$ cat config.mk
export PLATFORM = sky130hd
export DESIGN_NAME = cfg_scrubber
export DESIGN_NICKNAME = d
export VERILOG_FILES = /design/src/rtl/scrub_pkg.sv /design/src/rtl/scrub_period_timer.sv /design/src/rtl/scrub_frame_compare.sv /design/src/rtl/scrub_event_counter.sv /design/src/rtl/cfg_scrubber.sv
export SDC_FILE = /design/constraint.sdc
export NUM_CORES = 1
export LEC_CHECK = 0
export BUFFER_PORTS_ARGS = -buffer_cell sky130_fd_sc_hd__buf_2
export CELL_PAD_IN_SITES_DETAIL_PLACEMENT = 0
export CELL_PAD_IN_SITES_GLOBAL_PLACEMENT = 2
export CORE_MARGIN = 10
export CORE_UTILIZATION = 30
export CTS_CLUSTER_SIZE = 14
export DETAILED_ROUTE_END_ITERATION = 7
export GPL_ROUTABILITY_DRIVEN = 0
export PLACE_DENSITY_LB_ADDON = 0.2
export RECOVER_POWER = 100
export SLEW_MARGIN = 40
export SYNTH_ARGS = -nofsm -noshare
export SYNTH_HDL_FRONTEND = slang
export SYNTH_SLANG_ARGS = --single-unit
$ cat constraint.sdc
create_clock -name clk -period 8.5 [get_ports clk]
set_input_delay 0.425 -clock clk [delete_from_list [all_inputs] [get_ports clk]]
set_output_delay 0.425 -clock clk [all_outputs]
set_load 0.05 [all_outputs]
$ cat src/rtl/scrub_pkg.sv
package scrub_pkg;
    typedef enum logic [2:0] {
        S_IDLE,
        S_SEEK,
        S_READ,
        S_DRAIN,
        S_REPAIR,
        S_FLUSH,
        S_RELOAD
    } scrub_state_e;
endpackage

$ cat src/rtl/scrub_period_timer.sv
module scrub_period_timer #(
    parameter int PER_W = 16
) (
    input  logic             clk,
    input  logic             rst_n,
    input  logic [PER_W-1:0] period,
    output logic             tick
);
    logic [PER_W-1:0] cnt_q;

    always_comb begin
        tick = (({1'b0, cnt_q} + (PER_W+1)'(1)) >= {1'b0, period});
    end

    always_ff @(posedge clk) begin
        if (!rst_n)    cnt_q <= '0;
        else if (tick) cnt_q <= '0;
        else           cnt_q <= cnt_q + PER_W'(1);
    end
endmodule

$ cat src/rtl/scrub_frame_compare.sv
module scrub_frame_compare #(
    parameter int DATA_W = 16,
    parameter int LANE_W = 8,
    localparam int LANES = DATA_W / LANE_W
) (
    input  logic              clk,
    input  logic              rst_n,
    input  logic              rd_issue,
    input  logic              clear,
    input  logic [DATA_W-1:0] mem_rdata,
    input  logic [DATA_W-1:0] gold_rdata,
    output logic              frame_bad
);
    logic             cmp_vld_q;
    logic             dirty_q;
    logic [LANES-1:0] lane_diff;
    logic             mis_now;

    for (genvar l = 0; l < LANES; l++) begin : g_lane
        assign lane_diff[l] =
            (mem_rdata[l*LANE_W +: LANE_W] != gold_rdata[l*LANE_W +: LANE_W]);
    end

    always_comb begin
        mis_now   = cmp_vld_q && (|lane_diff);
        frame_bad = dirty_q || mis_now;
    end

    always_ff @(posedge clk) begin
        if (!rst_n) begin
            cmp_vld_q <= 1'b0;
            dirty_q   <= 1'b0;
        end else begin
            cmp_vld_q <= rd_issue;
            if (clear) dirty_q <= 1'b0;
            else       dirty_q <= frame_bad;
        end
    end

    AST_DIRTY_NEEDS_READ: assert property (@(posedge clk) disable iff (!rst_n)
        !cmp_vld_q && !clear |=> dirty_q == $past(dirty_q));
endmodule

$ cat src/rtl/scrub_event_counter.sv
module scrub_event_counter #(
    parameter int W = 8
) (
    input  logic         clk,
    input  logic         rst_n,
    input  logic         evt,
    output logic [W-1:0] count
);
    always_ff @(posedge clk) begin
        if (!rst_n)                      count <= '0;
        else if (evt && (count != '1))   count <= count + W'(1);
    end

    AST_COUNT_STEP: assert property (@(posedge clk) disable iff (!rst_n)
        evt && (count != '1) |=> count == $past(count) + W'(1));
    AST_COUNT_SAT: assert property (@(posedge clk) disable iff (!rst_n)
        (count == '1) |=> count == '1);
    AST_COUNT_IDLE: assert property (@(posedge clk) disable iff (!rst_n)
        !evt |=> $stable(count));
endmodule

$ cat src/rtl/cfg_scrubber.sv
module cfg_scrubber
    import scrub_pkg::*;
#(
    parameter int N_FRAMES    = 8,
    parameter int FRAME_WORDS = 4,
    parameter int DATA_W      = 16,
    parameter int PER_W       = 16,
    parameter int CNT_W       = 8,
    localparam int FRM_W      = $clog2(N_FRAMES),
    localparam int WRD_W      = $clog2(FRAME_WORDS),
    localparam int ADDR_W     = FRM_W + WRD_W
) (
    input  logic              clk,
    input  logic              rst_n,
    input  logic [PER_W-1:0]  period_cycles,
    input  logic [N_FRAMES-1:0] skip_map,
    input  logic              sefi_alarm,
    input  logic              reload_ack,
    output logic              mem_req,
    output logic              mem_we,
    output logic [ADDR_W-1:0] mem_addr,
    output logic [DATA_W-1:0] mem_wdata,
    input  logic [DATA_W-1:0] mem_rdata,
    output logic              gold_req,
    output logic [ADDR_W-1:0] gold_addr,
    input  logic [DATA_W-1:0] gold_rdata,
    output logic              reload_req,
    output logic              pass_busy,
    output logic              persist_irq,
    output logic [CNT_W-1:0]  fix_count,
    output logic [CNT_W-1:0]  persist_count
);
    scrub_state_e      state_q, state_d;
    logic [FRM_W-1:0]  frame_q;
    logic [WRD_W-1:0]  word_q;
    logic              verify_q;
    logic              wr_pend_q;
    logic [ADDR_W-1:0] wr_addr_q;
    logic              tick;
    logic              frame_bad;
    logic              frame_last;
    logic              word_last;
    logic              cur_skip;
    logic              fix_evt;
    logic              persist_evt;
    logic              cmp_clear;
    logic              rd_issue;

    scrub_period_timer #(.PER_W(PER_W)) timer_i (
        .clk(clk), .rst_n(rst_n), .period(period_cycles), .tick(tick)
    );

    always_comb begin
        frame_last = (frame_q == FRM_W'(N_FRAMES - 1));
        word_last  = (word_q == WRD_W'(FRAME_WORDS - 1));
        cur_skip   = skip_map[frame_q];
        rd_issue   = (state_q == S_READ) && !sefi_alarm;
        cmp_clear  = (state_q != S_READ) && (state_q != S_DRAIN);
    end

    scrub_frame_compare #(.DATA_W(DATA_W)) cmp_i (
        .clk(clk), .rst_n(rst_n), .rd_issue(rd_issue), .clear(cmp_clear),
        .mem_rdata(mem_rdata), .gold_rdata(gold_rdata), .frame_bad(frame_bad)
    );

    // Next-state logic
    always_comb begin
        state_d = state_q;
        if (sefi_alarm && (state_q != S_RELOAD)) begin
            state_d = S_RELOAD;
        end else begin
            unique case (state_q)
                S_IDLE:   if (tick) state_d = S_SEEK;
                S_SEEK:   if (cur_skip) state_d = frame_last ? S_IDLE : S_SEEK;
                          else          state_d = S_READ;
                S_READ:   if (word_last) state_d = S_DRAIN;
                S_DRAIN:  if (frame_bad && !verify_q) state_d = S_REPAIR;
                          else state_d = frame_last ? S_IDLE : S_SEEK;
                S_REPAIR: if (word_last) state_d = S_FLUSH;
                S_FLUSH:  state_d = S_READ;
                S_RELOAD: if (reload_ack) state_d = S_IDLE;
                default:  state_d = S_IDLE;
            endcase
        end
    end

    // State register
    always_ff @(posedge clk) begin
        if (!rst_n) state_q <= S_IDLE;
        else        state_q <= state_d;
    end

    // Frame, word and phase tracking
    always_ff @(posedge clk) begin
        if (!rst_n) begin
            frame_q   <= '0;
            word_q    <= '0;
            verify_q  <= 1'b0;
            wr_pend_q <= 1'b0;
            wr_addr_q <= '0;
        end else begin
            wr_pend_q <= (state_q == S_REPAIR) && !sefi_alarm;
            wr_addr_q <= {frame_q, word_q};
            unique case (state_q)
                S_IDLE, S_RELOAD: begin
                    frame_q  <= '0;
                    word_q   <= '0;
                    verify_q <= 1'b0;
                end
                S_SEEK: begin
                    word_q   <= '0;
                    verify_q <= 1'b0;
                    if (cur_skip) frame_q <= frame_q + FRM_W'(1);
                end
                S_READ, S_REPAIR: word_q <= word_q + WRD_W'(1);
                S_DRAIN: begin
                    word_q <= '0;
                    if (!(frame_bad && !verify_q)) begin
                        frame_q  <= frame_q + FRM_W'(1);
                        verify_q <= 1'b0;
                    end
                end
                S_FLUSH: begin
                    word_q   <= '0;
                    verify_q <= 1'b1;
                end
                default: ;
            endcase
        end
    end

    // Outputs
    always_comb begin
        mem_req     = 1'b0;
        mem_we      = 1'b0;
        gold_req    = 1'b0;
        reload_req  = 1'b0;
        pass_busy   = 1'b0;
        fix_evt     = 1'b0;
        persist_evt = 1'b0;
        mem_addr    = {frame_q, word_q};
        gold_addr   = {frame_q, word_q};
        mem_wdata   = gold_rdata;
        unique case (state_q)
            S_IDLE:   ;
            S_RELOAD: reload_req = 1'b1;
            S_READ: begin
                pass_busy = 1'b1;
                mem_req   = 1'b1;
                gold_req  = 1'b1;
            end
            S_REPAIR: begin
                pass_busy = 1'b1;
                gold_req  = 1'b1;
            end
            S_DRAIN: begin
                pass_busy   = 1'b1;
                fix_evt     = frame_bad && !verify_q && !sefi_alarm;
                persist_evt = frame_bad && verify_q && !sefi_alarm;
            end
            default:  pass_busy = 1'b1;
        endcase
        if (wr_pend_q && (state_q != S_RELOAD)) begin
            mem_req  = 1'b1;
            mem_we   = 1'b1;
            mem_addr = wr_addr_q;
        end
        persist_irq = persist_evt;
    end

    scrub_event_counter #(.W(CNT_W)) fix_cnt_i (
        .clk(clk), .rst_n(rst_n), .evt(fix_evt), .count(fix_count)
    );
    scrub_event_counter #(.W(CNT_W)) persist_cnt_i (
        .clk(clk), .rst_n(rst_n), .evt(persist_evt), .count(persist_count)
    );

    AST_SEFI_ENTRY: assert property (@(posedge clk) disable iff (!rst_n)
        sefi_alarm |=> reload_req && !pass_busy);
    AST_RELOAD_QUIET: assert property (@(posedge clk) disable iff (!rst_n)
        reload_req |-> !mem_req && !gold_req);
    AST_RELOAD_HELD: assert property (@(posedge clk) disable iff (!rst_n)
        reload_req && !reload_ack && !sefi_alarm |=> reload_req);
    AST_SKIP_RESPECTED: assert property (@(posedge clk) disable iff (!rst_n)
        mem_req |-> !skip_map[mem_addr[ADDR_W-1:WRD_W]]);
    AST_WRITE_SOURCED: assert property (@(posedge clk) disable iff (!rst_n)
        mem_we |-> $past(gold_req) && ($past(gold_addr) == mem_addr));
    AST_READ_PAIRED: assert property (@(posedge clk) disable iff (!rst_n)
        mem_req && !mem_we |-> gold_req && (gold_addr == mem_addr));
    AST_IRQ_PULSE: assert property (@(posedge clk) disable iff (!rst_n)
        persist_irq |=> !persist_irq);
endmodule

==> flow_summary.toml <==
[global_routing]
antenna_found_initial = 0
grt_first_pass_wirelength_um = 13800
grt-ovfl-total = 0
first_global_vias = 2909
grt_max_degree = 21
gr-usage-all-layers = 0.111

[sta]
maxSlewHeadroom = 0.159
finalWorstSetupSlack_ps = 4930
tightest_slew_ps = 1250
period_needed_ps = 3570
slew_violations = 0
setup_viol = 0
grt_setup_unrepaired = "false"
finalHoldViolCount = 0
finalSetupTns_ps = 0
finalClockSkew_ps = 11.5
timing.final.crit_share = 0.420
fmax_mhz = 280
holdWs_ps = 471

[setup_path]
cp_slowest_stage_delay_ps = 580
cp.required_ps = 8720
endpoint_kind = "flip-flop"
critPathLaunchType = "flip-flop"
worstPathCellList = "ha_1 -> nand4_1 -> nor3_1 -> nand3_1 -> xnor2_1 -> ha_1 -> a21o_1 -> a21oi_1 -> nor2b_1 -> o31ai_1 -> nand4_1 -> nor2b_1"
crit_cells = 12
arrival_ps = 3800
rr_worst_depth = 12
cp_slowest_cell = "nand4_1"
worst-setup-path-type = "reg2reg"
cp_max_fo = 15
cp_top_family = "simple AND/OR/NAND/NOR gates"
crit_buf_inv = 0

[detailed_routing]
wire_per_inst_um = 13.9
firstDrtPassIters = 4
routed_via_density = 4.76
routed_wirelength_um = 8380
drtIter0Drc = 81
drc = 0
vias = 2878
ant_nets = 0

[placement]
dp_hpwl_um = 6710
pre_cts_ws_ps = 4890
io_buffers = 107

[logic_synthesis]
synth_edf_count = 0
ys_warn_count = 0
synth_compound_area_frac = 0.114
synth_seq_cells = 49
syn_nets = 463
synthMuxAreaShare = 0.0405
synth.area.top_cells = "dfxtp_1 (31%), ha_1 (8.8%), xnor2_1 (7.3%), nor2b_1 (4.0%), buf_4 (3.9%)"
synthXorXnorAreaFrac = 0.0955
synth_area_um2 = 3120
yosys.area.top_type = "dfxtp_1"
yosysSeqAreaShare = 0.314
syn_area_per_cell_um2 = 8.19
synth_cell_types = 50
async_reset_ff_frac = 0
synthSimpleGateAreaFrac = 0.262
synthAdderAreaFrac = 0.0882
synth_top_area_frac = 0.314
synthFlopType = "dfxtp_1"
synthesis.instances = 381
synth_top_family_by_area = "simple AND/OR/NAND/NOR gates"

[clocking]
clkLatencyLatePin_ps = 300
clk_path_buf_depth = 2
postCtsSetupRepairBufs = 0
holdBufCountCts = 0
post_cts_resized = 0
clkSlewWorstSetupHoldPaths_ps = 90
cts_tree = "built"
cts_buffers = 5
htree_levels = 2
cts_sinks = 49
root_buffer = "clkbuf_8"

[floorplanning]
die_h_um = 122
row_count = 37
core_um2 = 10200
io_pins = 108
initial_core_util = 0.305
die_x_um = 122
die_area_um2 = 14900

[worst_hold_path]
hp-class = "in2reg"
hold_depth = 3

[run_status]
outcome = "completed"

[power_and_ir_drop]
p_leak_nw = 1.56
vdd_drop_max_mv = 0.0585
p_switching_mw = 0.145
clkPwrFrac = 0.285
pwr-share-seq = 0.515
combPwrFrac = 0.199
swShare = 0.310
power_density_nw_per_um2 = 128
total_power_mw = 0.468
p_int_mw = 0.323

[cells_and_area]
nFillCells = 1158
fin_nets = 549
syn_to_final_growth_pct = 17.2
drive_above_1_share = 0.143
final_common_cell = "buf_2"
final_cell_mix = "buf_2 (57), clkbuf_1 (51), dfxtp_1 (49)"
num_antenna_cells = 0

[run]
maxCapViolCount = 0
Yosys cell counts (5+ instances only):
| master | n |
|---|---|
| dfxtp_1 | 49 |
| nand2_1 | 31 |
| nor2_1 | 29 |
| xnor2_1 | 26 |
| a21oi_1 | 23 |
| inv_1 | 23 |
| ha_1 | 22 |
| nor2b_1 | 20 |
| nand3_1 | 17 |
| buf_4 | 16 |
| o21ai_0 | 14 |
| nand4_1 | 13 |
| and3_1 | 8 |
| clkbuf_1 | 8 |
| nor3_1 | 8 |
| xor2_1 | 8 |
| mux2i_1 | 7 |
| and2_1 | 6 |
| o31ai_1 | 6 |
| or3_1 | 5 |
worst paths after layout:
kind | slack, ps | start | end
min | 470 | sefi_alarm | state_q[2]
max reg2reg | 4930 | timer_i.cnt_q[0] | timer_i.cnt_q[7]
min reg2reg | 490 | timer_i.cnt_q[0] | timer_i.cnt_q[0]
max | 4930 | timer_i.cnt_q[0] | timer_i.cnt_q[7]
power groups by stage:
stage | logic, mW | registers (mW) | clock network [mW]
4_1_cts | 0.0973 | 0.241 | 0.140
5_1_grt | 0.104 | 0.242 | 0.148
3_5_place_dp | 0.0969 | 0.247 | 0
3_3_place_gp | 0.0968 | 0.247 | 0
2_1_floorplan | 0.0706 | 0.244 | 0
6_report | 0.0933 | 0.241 | 0.133
layer usage:
layer | vias to the layer above | global-route usage | share of wire
li1 | 1477 | - | -
met1 | 1306 | 0.129 | 0.44
met2 | 87 | 0.189 | 0.46
met3 | 8 | 0.0389 | 0.095
met4 | 0 | 0.0291 | 0.011
met5 | - | 0 | 0
tightest hold or removal path, cell delays in order:
cell and delay, ps:
buf_2 150, nor2_1 90, a21oi_1 70
kinds of logic after synthesis:
logic type	Yosys count
buf+inv	52
flops	49
mux	11
compound gates	59
xor+xnor	34
simple gates	154
fa+ha+maj	22
area by class of cell:
cell class / count / area, µm² / area share
multi-input cells: 280 / 1860 / 0.508
flip-flops and latches: 49 / 981 / 0.268
repair buffers: 107 / 473 / 0.129
well taps: 136 / 170 / 0.0466
inverters: 24 / 90.1 / 0.0246
clock buffers: 6 / 72.6 / 0.0199
clock inverters: 2 / 10.0 / 0.00274
per-stage QoR:
step           cells   util  cell area, µm²
6_report         604  0.357            3650
5_1_grt          604  0.357            3650
4_1_cts          604  0.365            3730
3_5_place_dp     596  0.357            3650
3_3_place_gp     596  0.357            3650
2_1_floorplan    381      -            3120
registers in the layout, indices dropped and copies added, names as in the netlist:
signal,cells
timer_i.cnt_q,16
cmp_i.dirty_q,1
wr_addr_q,5
frame_q,3
cmp_i.cmp_vld_q,1
verify_q,1
fix_cnt_i.count,8
state_q,3
wr_pend_q,1
word_q,2
persist_cnt_i.count,8
Power figures use the tool's default switching activity.
